===== config.mk =====
export PLATFORM = sky130hd
export DESIGN_NAME = aes3_tx_enc
export DESIGN_NICKNAME = d
export VERILOG_FILES = /design/src/rtl/aes3_tx_pkg.sv /design/src/rtl/aes3_tx_timer.sv /design/src/rtl/aes3_tx_cs.sv /design/src/rtl/aes3_tx_bmc.sv /design/src/rtl/aes3_tx_enc.sv
export SDC_FILE = /design/constraint.sdc
export NUM_CORES = 1
export LEC_CHECK = 0
export CAP_MARGIN = 10
export CORE_AREA = 2 2 172 174
export CTS_CLUSTER_DIAMETER = 50
export CTS_CLUSTER_SIZE = 14
export DETAILED_ROUTE_END_ITERATION = 16
export DIE_AREA = 0 0 174 176
export PLACE_DENSITY = 0.67
export SKIP_CTS_REPAIR_TIMING = 1
export SLEW_MARGIN = 20
export SYNTH_ARGS = -nofsm -noshare
export SYNTH_HDL_FRONTEND = slang
export SYNTH_SLANG_ARGS = --single-unit

===== constraint.sdc =====
create_clock -name clk -period 2.85 [get_ports clk]
set_input_delay 0.4275 -clock clk [delete_from_list [all_inputs] [get_ports clk]]
set_output_delay 0.4275 -clock clk [all_outputs]
set_load 0.1 [all_outputs]

===== src/rtl/aes3_tx_pkg.sv =====
// Shared constants, types and helper functions for the AES3 encoder.
// Assumes the fixed 32-slot subframe layout; only the block length is a parameter.
package aes3_tx_pkg;
    localparam int SUB_HALVES     = 64;
    localparam int POS_W          = $clog2(SUB_HALVES);
    localparam int SLOT_W         = POS_W - 1;
    localparam int PRE_HALVES     = 8;
    localparam int AUD_W          = 24;
    localparam int FIRST_AUD_SLOT = 4;
    localparam int V_SLOT         = FIRST_AUD_SLOT + AUD_W;
    localparam int U_SLOT         = V_SLOT + 1;
    localparam int C_SLOT         = U_SLOT + 1;
    localparam int P_SLOT         = C_SLOT + 1;
    localparam int CRC_BITS       = 8;
    localparam logic [CRC_BITS-1:0] CRC_POLY = 8'h1D;
    localparam logic [CRC_BITS-1:0] CRC_INIT = 8'hFF;

    typedef enum logic [1:0] {
        PRE_Z = 2'd0,   // block start, subframe A
        PRE_X = 2'd1,   // other subframe A
        PRE_Y = 2'd2    // subframe B
    } pre_kind_t;

    // Half-cell levels of a preamble, first half in bit 7, for a prior level of 0.
    function automatic logic [PRE_HALVES-1:0] pre_levels(input pre_kind_t k);
        case (k)
            PRE_Z:   return 8'b1110_1000;
            PRE_X:   return 8'b1110_0010;
            default: return 8'b1110_0100;
        endcase
    endfunction

    // One bit-serial step of the channel-status CRC.
    function automatic logic [CRC_BITS-1:0] crc_step(input logic [CRC_BITS-1:0] c,
                                                     input logic b);
        logic fb;
        fb = b ^ c[CRC_BITS-1];
        return {c[CRC_BITS-2:0], 1'b0} ^ (fb ? CRC_POLY : '0);
    endfunction
endpackage


===== src/rtl/aes3_tx_timer.sv =====
// Half-cell position, subframe and block-frame counter, plus the sample pull strobe.
// Assumes BLK_FRAMES >= 9, so that the CRC frames fit after frame 0.
module aes3_tx_timer
    import aes3_tx_pkg::*;
#(
    parameter int BLK_FRAMES = 192,
    localparam int FRM_W = $clog2(BLK_FRAMES)
) (
    input  logic             clk,
    input  logic             rst_n,
    input  logic             mono_en,
    input  logic             blk_ext,
    input  logic             blk_in,
    output logic [POS_W-1:0] pos,
    output logic             sub,
    output logic [FRM_W-1:0] frame,
    output logic             take,
    output logic             wrap
);
    localparam logic [FRM_W-1:0] LAST_FRAME = FRM_W'(BLK_FRAMES - 1);
    localparam logic [POS_W-1:0] LAST_POS   = POS_W'(SUB_HALVES - 1);

    logic sub_end;
    logic frame_end;

    // Decode the subframe and frame ends, the take strobe and the block wrap.
    always_comb begin
        sub_end   = (pos == LAST_POS);
        frame_end = sub_end && sub;
        take      = sub_end && (sub || mono_en);
        wrap      = frame_end && ((blk_ext && blk_in) || frame == LAST_FRAME);
    end

    // Advance position, subframe and frame counters.
    always_ff @(posedge clk) begin
        if (!rst_n) begin
            pos   <= '0;
            sub   <= 1'b0;
            frame <= '0;
        end else begin
            pos <= pos + 1'b1;
            if (sub_end) sub <= ~sub;
            if (wrap) frame <= '0;
            else if (frame_end) frame <= frame + 1'b1;
        end
    end
endmodule


===== src/rtl/aes3_tx_cs.sv =====
// Channel-status bit selection and CRC generation for both subframes.
// Assumes the status vectors stay stable over a block.
module aes3_tx_cs
    import aes3_tx_pkg::*;
#(
    parameter int BLK_FRAMES = 192,
    localparam int FRM_W = $clog2(BLK_FRAMES)
) (
    input  logic                  clk,
    input  logic                  rst_n,
    input  logic [BLK_FRAMES-1:0] cs_a,
    input  logic [BLK_FRAMES-1:0] cs_b,
    input  logic                  cs_shared,
    input  logic                  cs_use_b,
    input  logic                  sub,
    input  logic [POS_W-1:0]      pos,
    input  logic [FRM_W-1:0]      frame,
    input  logic                  wrap,
    output logic                  c_bit,
    output logic [CRC_BITS-1:0]   crc_a,
    output logic [CRC_BITS-1:0]   crc_b
);
    localparam logic [FRM_W-1:0] CRC_FIRST = FRM_W'(BLK_FRAMES - CRC_BITS);
    localparam logic [POS_W-1:0] LAST_POS  = POS_W'(SUB_HALVES - 1);

    logic [BLK_FRAMES-1:0] cur_cs;
    logic [CRC_BITS-1:0]   crc_cur;
    logic                  in_crc;

    // Pick the status vector and the bit for the subframe being formed.
    always_comb begin
        if (cs_shared) cur_cs = cs_use_b ? cs_b : cs_a;
        else           cur_cs = sub ? cs_b : cs_a;
        crc_cur = sub ? crc_b : crc_a;
        in_crc  = (frame >= CRC_FIRST);
        if (in_crc && cur_cs[0])
            c_bit = crc_cur[3'(frame - CRC_FIRST)];
        else
            c_bit = cur_cs[frame];
    end

    // Fold each sent status bit of frames 0..183 into that subframe's CRC.
    always_ff @(posedge clk) begin
        if (!rst_n || wrap) begin
            crc_a <= CRC_INIT;
            crc_b <= CRC_INIT;
        end else if (pos == LAST_POS && !in_crc) begin
            if (sub) crc_b <= crc_step(crc_b, c_bit);
            else     crc_a <= crc_step(crc_a, c_bit);
        end
    end
endmodule


===== src/rtl/aes3_tx_bmc.sv =====
// Biphase-mark line coder: preamble patterns in the first eight half-cells,
// then a boundary toggle per cell and a mid-cell toggle for each 1.
// Assumes slot_bit is stable over both halves of a slot.
module aes3_tx_bmc
    import aes3_tx_pkg::*;
(
    input  logic             clk,
    input  logic             rst_n,
    input  logic [POS_W-1:0] pos,
    input  pre_kind_t        pre,
    input  logic             slot_bit,
    output logic             bmc_out
);
    logic                  inv_q;
    logic                  inv;
    logic [PRE_HALVES-1:0] pat;
    logic                  nxt;

    // Work out the next half-cell level from the current one.
    always_comb begin
        pat = pre_levels(pre);
        inv = (pos == '0) ? bmc_out : inv_q;
        if (pos < POS_W'(PRE_HALVES))
            nxt = pat[3'd7 - pos[2:0]] ^ inv;
        else if (!pos[0])
            nxt = ~bmc_out;
        else
            nxt = slot_bit ? ~bmc_out : bmc_out;
    end

    // Register the line level and hold the preamble polarity.
    always_ff @(posedge clk) begin
        if (!rst_n) begin
            bmc_out <= 1'b0;
            inv_q   <= 1'b0;
        end else begin
            bmc_out <= nxt;
            if (pos == '0) inv_q <= bmc_out;
        end
    end
endmodule


===== src/rtl/aes3_tx_enc.sv =====
// AES3 frame encoder top: sample holding, slot multiplexing, parity and mute.
// Assumes mode inputs change only while reset is held.
module aes3_tx_enc
    import aes3_tx_pkg::*;
#(
    parameter int BLK_FRAMES = 192
) (
    input  logic                  clk,
    input  logic                  rst_n,
    input  logic                  mono_en,
    input  logic                  cs_shared,
    input  logic                  cs_use_b,
    input  logic                  mute,
    input  logic                  blk_ext,
    input  logic                  blk_in,
    input  logic [AUD_W-1:0]      aud_l,
    input  logic [AUD_W-1:0]      aud_r,
    input  logic                  val_l,
    input  logic                  val_r,
    input  logic                  usr_l,
    input  logic                  usr_r,
    input  logic [BLK_FRAMES-1:0] cs_a,
    input  logic [BLK_FRAMES-1:0] cs_b,
    output logic                  smp_take,
    output logic                  blk_start,
    output logic                  bmc_out
);
    localparam int FRM_W = $clog2(BLK_FRAMES);

    logic [POS_W-1:0]    tmr_pos;
    logic                tmr_sub;
    logic [FRM_W-1:0]    tmr_frame;
    logic                tmr_wrap;
    logic                c_bit;
    logic [CRC_BITS-1:0] crc_a_w;
    logic [CRC_BITS-1:0] crc_b_w;

    logic [AUD_W-1:0]    aud_a_q, aud_b_q, aud_cur;
    logic                v_a_q, v_b_q, u_a_q, u_b_q, v_cur, u_cur;
    logic                par;
    logic [SLOT_W-1:0]   slot;
    logic                slot_bit;
    pre_kind_t           pre;

    aes3_tx_timer #(.BLK_FRAMES(BLK_FRAMES)) u_timer (
        .clk(clk), .rst_n(rst_n), .mono_en(mono_en), .blk_ext(blk_ext), .blk_in(blk_in),
        .pos(tmr_pos), .sub(tmr_sub), .frame(tmr_frame), .take(smp_take), .wrap(tmr_wrap)
    );

    aes3_tx_cs #(.BLK_FRAMES(BLK_FRAMES)) u_cs (
        .clk(clk), .rst_n(rst_n), .cs_a(cs_a), .cs_b(cs_b), .cs_shared(cs_shared),
        .cs_use_b(cs_use_b), .sub(tmr_sub), .pos(tmr_pos), .frame(tmr_frame),
        .wrap(tmr_wrap), .c_bit(c_bit), .crc_a(crc_a_w), .crc_b(crc_b_w)
    );

    aes3_tx_bmc u_bmc (
        .clk(clk), .rst_n(rst_n), .pos(tmr_pos), .pre(pre),
        .slot_bit(slot_bit), .bmc_out(bmc_out)
    );

    // Capture samples at each take: both channels in stereo, one slot in mono.
    always_ff @(posedge clk) begin
        if (!rst_n) begin
            aud_a_q <= '0; aud_b_q <= '0;
            v_a_q <= 1'b0; v_b_q <= 1'b0; u_a_q <= 1'b0; u_b_q <= 1'b0;
        end else if (smp_take) begin
            if (!mono_en) begin
                aud_a_q <= aud_l; v_a_q <= val_l; u_a_q <= usr_l;
                aud_b_q <= aud_r; v_b_q <= val_r; u_b_q <= usr_r;
            end else if (tmr_sub) begin
                aud_a_q <= aud_l; v_a_q <= val_l; u_a_q <= usr_l;
            end else begin
                aud_b_q <= aud_l; v_b_q <= val_l; u_b_q <= usr_l;
            end
        end
    end

    // Select the current subframe's fields, the parity and the preamble kind.
    always_comb begin
        aud_cur   = mute ? '0 : (tmr_sub ? aud_b_q : aud_a_q);
        v_cur     = tmr_sub ? v_b_q : v_a_q;
        u_cur     = tmr_sub ? u_b_q : u_a_q;
        par       = ^{aud_cur, v_cur, u_cur, c_bit};
        blk_start = (tmr_frame == '0);
        if (tmr_sub)        pre = PRE_Y;
        else if (blk_start) pre = PRE_Z;
        else                pre = PRE_X;
    end

    // Multiplex the bit for the current slot.
    always_comb begin
        slot     = tmr_pos[POS_W-1:1];
        slot_bit = 1'b0;
        if (slot >= SLOT_W'(FIRST_AUD_SLOT) && slot < SLOT_W'(V_SLOT))
            slot_bit = aud_cur[5'(slot - SLOT_W'(FIRST_AUD_SLOT))];
        else if (slot == SLOT_W'(V_SLOT)) slot_bit = v_cur;
        else if (slot == SLOT_W'(U_SLOT)) slot_bit = u_cur;
        else if (slot == SLOT_W'(C_SLOT)) slot_bit = c_bit;
        else if (slot == SLOT_W'(P_SLOT)) slot_bit = par;
    end
endmodule


Yosys cells after proc, flatten, opt, wreduce, memory -nomap -nowiden

Index checks and enable logic that the tools add are counted.

Reductions and logical operators: 21
Mux-type cells: 43
$lt $le $gt $ge: 8
Bitwise logic cells: 8
Add/subtract/negate cells: 5
Equality and inequality tests: 10

Operator list:

| operator              | number |
|---|---|
| $mux W192             | 3 |
| $mux W24              | 6 |
| $reduce_xor A27 Y1    | 1 |
| $mux W1               | 25 |
| $eq A5 B5 Y1 const B  | 4 |
| $xor A8 B8 Y8         | 2 |
| $mux W5               | 2 |
| $lt A8 B9 Y1 const B  | 1 |
| $add A8 B1 Y8 const B | 1 |
| $bmux W1 S8           | 1 |
| $eq A8 B8 Y1 const B  | 1 |
| $ge A8 B8 Y1 const B  | 1 |
| $logic_not A8 Y1      | 1 |
| $lt A3 B4 Y1 const B  | 2 |
| $mux W8               | 1 |
| $pmux W4 S2           | 1 |
| $reduce_and A2 Y1     | 4 |
| $logic_and A1 B1 Y1   | 7 |
| $add A6 B1 Y6 const B | 1 |
| $bmux W1 S3           | 2 |
| $eq A6 B6 Y1 const B  | 1 |
| $logic_not A6 Y1      | 1 |
| $lt A5 B6 Y1 const B  | 1 |
| $lt A6 B4 Y1 const B  | 1 |
| 17 further kinds      | 24 |

Register bits: 85
Input port bits: 444
Word-level logic and storage cells: 108

Longest topological paths before layout

Depth in word-level cells: 14
Gate-level depth with buffers: 17
Depth with buffers taken out: 12

By module

Synthesis repeated with hierarchy kept, for this count alone.

Cells, all modules: 985
Area total of the unflattened synthesis: 8506.9 µm²

Modules (own cells, without submodules):

| module        | area each (µm²) | instances | sequential area each (µm²) | cells each |
|---|---|---|---|---|
| aes3_tx_cs    | 4376.7          | 1         | 320.3                      | 523 |
| aes3_tx_enc   | 3296.9          | 1         | 1041.0                     | 369 |
| aes3_tx_timer | 683.2           | 1         | 300.3                      | 75 |
| aes3_tx_bmc   | 150.1           | 1         | 40.0                       | 18 |

Worst setup path before layout

Ideal clock, no wire load.

Path type: input-to-reg
From: in cs_shared
To: reg u_bmc.bmc_out
Required time: 2.722 ns
Data arrival time: 2.904 ns
Cell stages on the path: 14
Slack: -0.181 ns
Cells stage by stage: mux2_4 buf_6 buf_12 buf_6 mux2i_1 a221oi_1 o21ai_0 nand4_1 a31oi_1 o2bb2a_4 o221a_4 xor2_2 a41oi_1 nand4b_1

Word-level cells in the longest chain between the ends: 11
Elaborated cells on any way between the ends: 12

RTL lines:

| what                              | line              | RTL |
|---|---|---|
| start, declared                   | aes3_tx_enc.sv:11 | `input logic cs_shared,` |
| $mux W192 (*)                     | aes3_tx_cs.sv:32  | `if (cs_shared) cur_cs = cs_use_b ? cs_b : cs_a;` |
| $bmux W1 S8                       | aes3_tx_cs.sv:39  | `c_bit = cur_cs[frame];` |
| $mux W1 (implied by the code)     | aes3_tx_cs.sv:39  |  |
| $mux W1 (*)                       | aes3_tx_cs.sv:36  | `if (in_crc && cur_cs[0])` |
| $reduce_xor A27 Y1                | aes3_tx_enc.sv:83 | `par = ^{aud_cur, v_cur, u_cur, c_bit};` |
| $mux W1                           | aes3_tx_enc.sv:99 | `else if (slot == SLOT_W'(P_SLOT)) slot_bit = par;` |
| $mux W1 (*)                       | aes3_tx_enc.sv:98 | `else if (slot == SLOT_W'(C_SLOT)) slot_bit = c_bit;` |
| $mux W1 (*)                       | aes3_tx_enc.sv:97 | `else if (slot == SLOT_W'(U_SLOT)) slot_bit = u_cur;` |
| $mux W1 (*)                       | aes3_tx_enc.sv:96 | `else if (slot == SLOT_W'(V_SLOT)) slot_bit = v_cur;` |
| $mux W1 (*)                       | aes3_tx_enc.sv:94 | `if (slot >= SLOT_W'(FIRST_AUD_SLOT) && slot < SLOT_W'(V_SLOT))` |
| $ne A3 B1 Y1 (no source line) (*) | -                 |  |
| end signal, assigned              | aes3_tx_bmc.sv:37 | `bmc_out <= nxt;` |
| end, declared                     | aes3_tx_bmc.sv:12 | `output logic bmc_out` |

Every way passes the cells marked *; elsewhere a longest branch is shown, timed or not. The select of a mux whose other input is x is not followed.
A chain may end at the register's enable or synchronous reset.

Worst setup path in the final report

From: reg u_timer.sub
To: reg u_cs.crc_b[4]

Word-level cells in the longest chain between the ends: 8
Elaborated cells on any way between the ends: 16

RTL lines:

| what                          | line                | RTL |
|---|---|---|
| start, declared               | aes3_tx_timer.sv:15 | `output logic sub,` |
| start signal, assigned        | aes3_tx_timer.sv:42 | `if (sub_end) sub <= ~sub;` |
| $mux W192                     | aes3_tx_cs.sv:33    | `else cur_cs = sub ? cs_b : cs_a;` |
| $mux W192                     | aes3_tx_cs.sv:32    |  |
| $bmux W1 S8                   | aes3_tx_cs.sv:39    |  |
| $mux W1 (implied by the code) | aes3_tx_cs.sv:39    |  |
| $mux W1                       | aes3_tx_cs.sv:36    |  |
| $xor A1 B1 Y1                 | aes3_tx_pkg.sv:37   | `fb = b ^ c[CRC_BITS-1];` |
| $mux W5                       | aes3_tx_pkg.sv:38   | `return {c[CRC_BITS-2:0], 1'b0} ^ (fb ? CRC_POLY : '0);` |
| $xor A8 B8 Y8                 | aes3_tx_pkg.sv:38   |  |
| end signal, assigned          | aes3_tx_cs.sv:48    | `if (sub) crc_b <= crc_step(crc_b, c_bit);` |
| end, declared                 | aes3_tx_cs.sv:21    | `output logic [CRC_BITS-1:0] crc_b` |

Several ways; a longest one is shown, not always the timed one. The select of a mux whose other input is x is not followed.

==> flow_summary.ini <==
[run_status]
status = complete, but fails checks
violations = negative setup slack

[worst_hold_path]
min_from = aud_a_q[14]
whs_path_depth = 2
hold_end = aud_a_q[14]
min_path_type = flop to flop

[clock_tree]
cts_max_level = 3
clock_path_buffers = 2
clock_latency_ns = 0.35
cts_sinks = 85
cts_inserted_buffers = 9
clk_pin_slew_ns = 0.06
cts_root_buffer = clkbuf_16
cts_tree = built

[timing]
rsz0062_at_grt = true
finalCritPeriodShare_pct = 109
setup_viol_count_final = 9
maxSlewHeadroom_pct = 60.8
hold_viol = 0
max_freq_mhz = 322
finalCriticalPeriod_ns = 3.11
skew_ns = 0.00644
finalMaxSlewViolations = 0
tightestPinTransition_ns = 0.586
worst_slack_ns = -0.258

[place]
hpwl_mm = 38.3
gp_congestion = 1.01
dp_slack_ns = -1.08
portBuffers = 446

[floorplan]
core-area_mm2 = 0.0285
start_util_pct = 28.9
die_h_um = 176
die_x_um = 174
ios = 447
die_area_mm2 = 0.0306
rows = 62

[worst_setup_path]
rr_startpoint = u_timer.sub
path_class = flop to flop
start_kind = flop
setup.worst_path.end_class = flop
rrSetupSlack_ns = -0.26
worstPathMaxFanout = 15
rr_worst_depth = 15
critPathRequiredTime_ns = 3.07
crit_arrival_ns = 3.33
reg2reg_to = u_cs.crc_b[4]

[synthesis]
seq_area_frac_synth_pct = 20.6
netlist_area_mm2 = 0.00826
syn-num-nets = 1425
synthCells = 974
synth_edf_count = 0
synthArstFlopShare_pct = 0
yosysTopAreaCell = dfxtp_1
synth_commonest_cells = 232 x nand2_1, 85 x dfxtp_1, 77 x mux2i_1, 57 x mux4_2, 56 x clkbuf_1
synth_top_area_share_pct = 20.6
avgSynthCellArea_um2 = 8.48
ys.warnings.count = 0
yosysMostFrequentCell = nand2_1
synth_ff_type = dfxtp_1
synth_area_leaders = dfxtp_1 21%, mux4_2 16%, nand2_1 11%
yosysUniqueCellTypes = 66
ys_seq_elements = 85

[global_routing]
antenna_found_initial = 22
grtUsageTotal_pct = 28.6
grt_pass1_vias = 10100
grt-ovfl-total = 0
grt_max_degree = 53
grt_pass1_wl_mm = 65.4

[power]
power.total_mw = 3.69
irDropWorstVdd_uv = 262
power.density_mw_per_mm2 = 255
leakagePower_nw = 5.62

[detailed_routing]
drt-vias-per-instance = 5.46
wl_met2_mm = 20.1
wire_per_inst_um = 24.3
first_iter_violations = 909
met1_length_mm = 18.0
met3_length_mm = 6.11
num_vias = 10200
drt-pass1-iter-count = 5
postRouteAntennaNets = 0
topRoutingLayerUsed = met5
route.detailed.drc = 0
postRouteWirelength_mm = 45.5

[cells_and_area]
nets = 1917
syn_to_final_growth_pct = 75.1
drive_above_1_share_pct = 15.6

[flow_run]
maxCapViolCount = 0
state kept, by name (all words and copies together), names as in the netlist:
register	cells
u_cs.crc_a	8
u_b_q	1
v_b_q	1
u_timer.sub	1
u_timer.pos	6
u_bmc.bmc_out	1
aud_b_q	24
u_timer.frame	8
u_bmc.inv_q	1
v_a_q	1
aud_a_q	24
u_cs.crc_b	8
u_a_q	1
critical path, stage by stage, from the launching register on:
cell	delay, ns
dfxtp_4	0.36
buf_4	0.14
mux2i_4	0.23
buf_12	0.21
buf_12	0.13
nand2_1	0.05
a31oi_1	0.16
nand4_1	0.27
nand3_1	0.19
o21ai_2	0.09
buf_4	0.14
a21o_1	0.19
o221a_4	0.31
xor2_4	0.22
xor2_1	0.19
o21ai_1	0.07
per-layer routing:
metal  vias to the layer above  global-route usage, %
met1                      4836                   36.1
met4                        12                   8.65
met3                        97                   11.6
met2                       669                   44.9
li1                       4603                      -
met5                         -                      0
logic make-up after synthesis:
family                   share of synthesized area, %
adder cells (fa/ha/maj)                          1.06
AND/OR/NAND/NOR                                  20.0
flip-flops                                       20.6
multiplexers                                     27.1
AO/OA/AOI/OAI                                    17.4
buffers and inverters                            5.56
XOR/XNOR                                         8.20
stage by stage:
stage,util [%],cells,cell area (um^2),TNS (ns),hold slack (ns)
5_1_grt,50.6,1862,14400,-2.64,0.514
6_report,50.6,1871,14500,-1.96,0.492
2_1_floorplan,-,974,8310,-0.744,0.459
3_3_place_gp,48.9,1834,14000,-9.08,0.474
4_1_cts,50.0,1850,14300,-6.12,0.495
3_5_place_dp,48.9,1834,14000,-9.36,0.486
how the worst max path moves through the flow:
stage                     start       endpoint  cells past startpoint
finish              u_timer.sub  u_cs.crc_b[4]                     15
global route        u_timer.sub  u_cs.crc_a[4]                     12
CTS                   cs_shared  u_cs.crc_b[4]                     15
detailed placement    cs_shared  u_cs.crc_b[4]                     15
global placement      cs_shared  u_bmc.bmc_out                     14
floorplan             cs_shared  u_bmc.bmc_out                     15
power breakdown:
part / internal (mW) / switching, mW / total, mW
clock: 0.705 / 0.495 / 1.20
combinational: 0.814 / 0.463 / 1.28
sequential: 1.20 / 0.0145 / 1.21
layout make-up:
class | count | area, um^2
flip-flops and latches | 85 | 1710
clock buffers | 11 | 243
multi-input cells | 791 | 6230
diodes | 16 | 40.0
repair buffers | 565 | 5650
inverters | 14 | 52.6
well taps | 384 | 480
clock inverters | 5 | 60.1
fillers | 2669 | 14100
placed cells by master (no fill, tap or decap), types with 26 or more instances in the layout:
master	count
clkdlybuf4s50_1	441
xnor2_1	48
nor2_1	28
a21boi_0	26
buf_4	96
mux4_2	57
a21oi_1	27
mux2i_1	75
nand3_1	44
o211a_1	26
nand2_1	232
dfxtp_1	82
(Power assumes the default switching activity.)
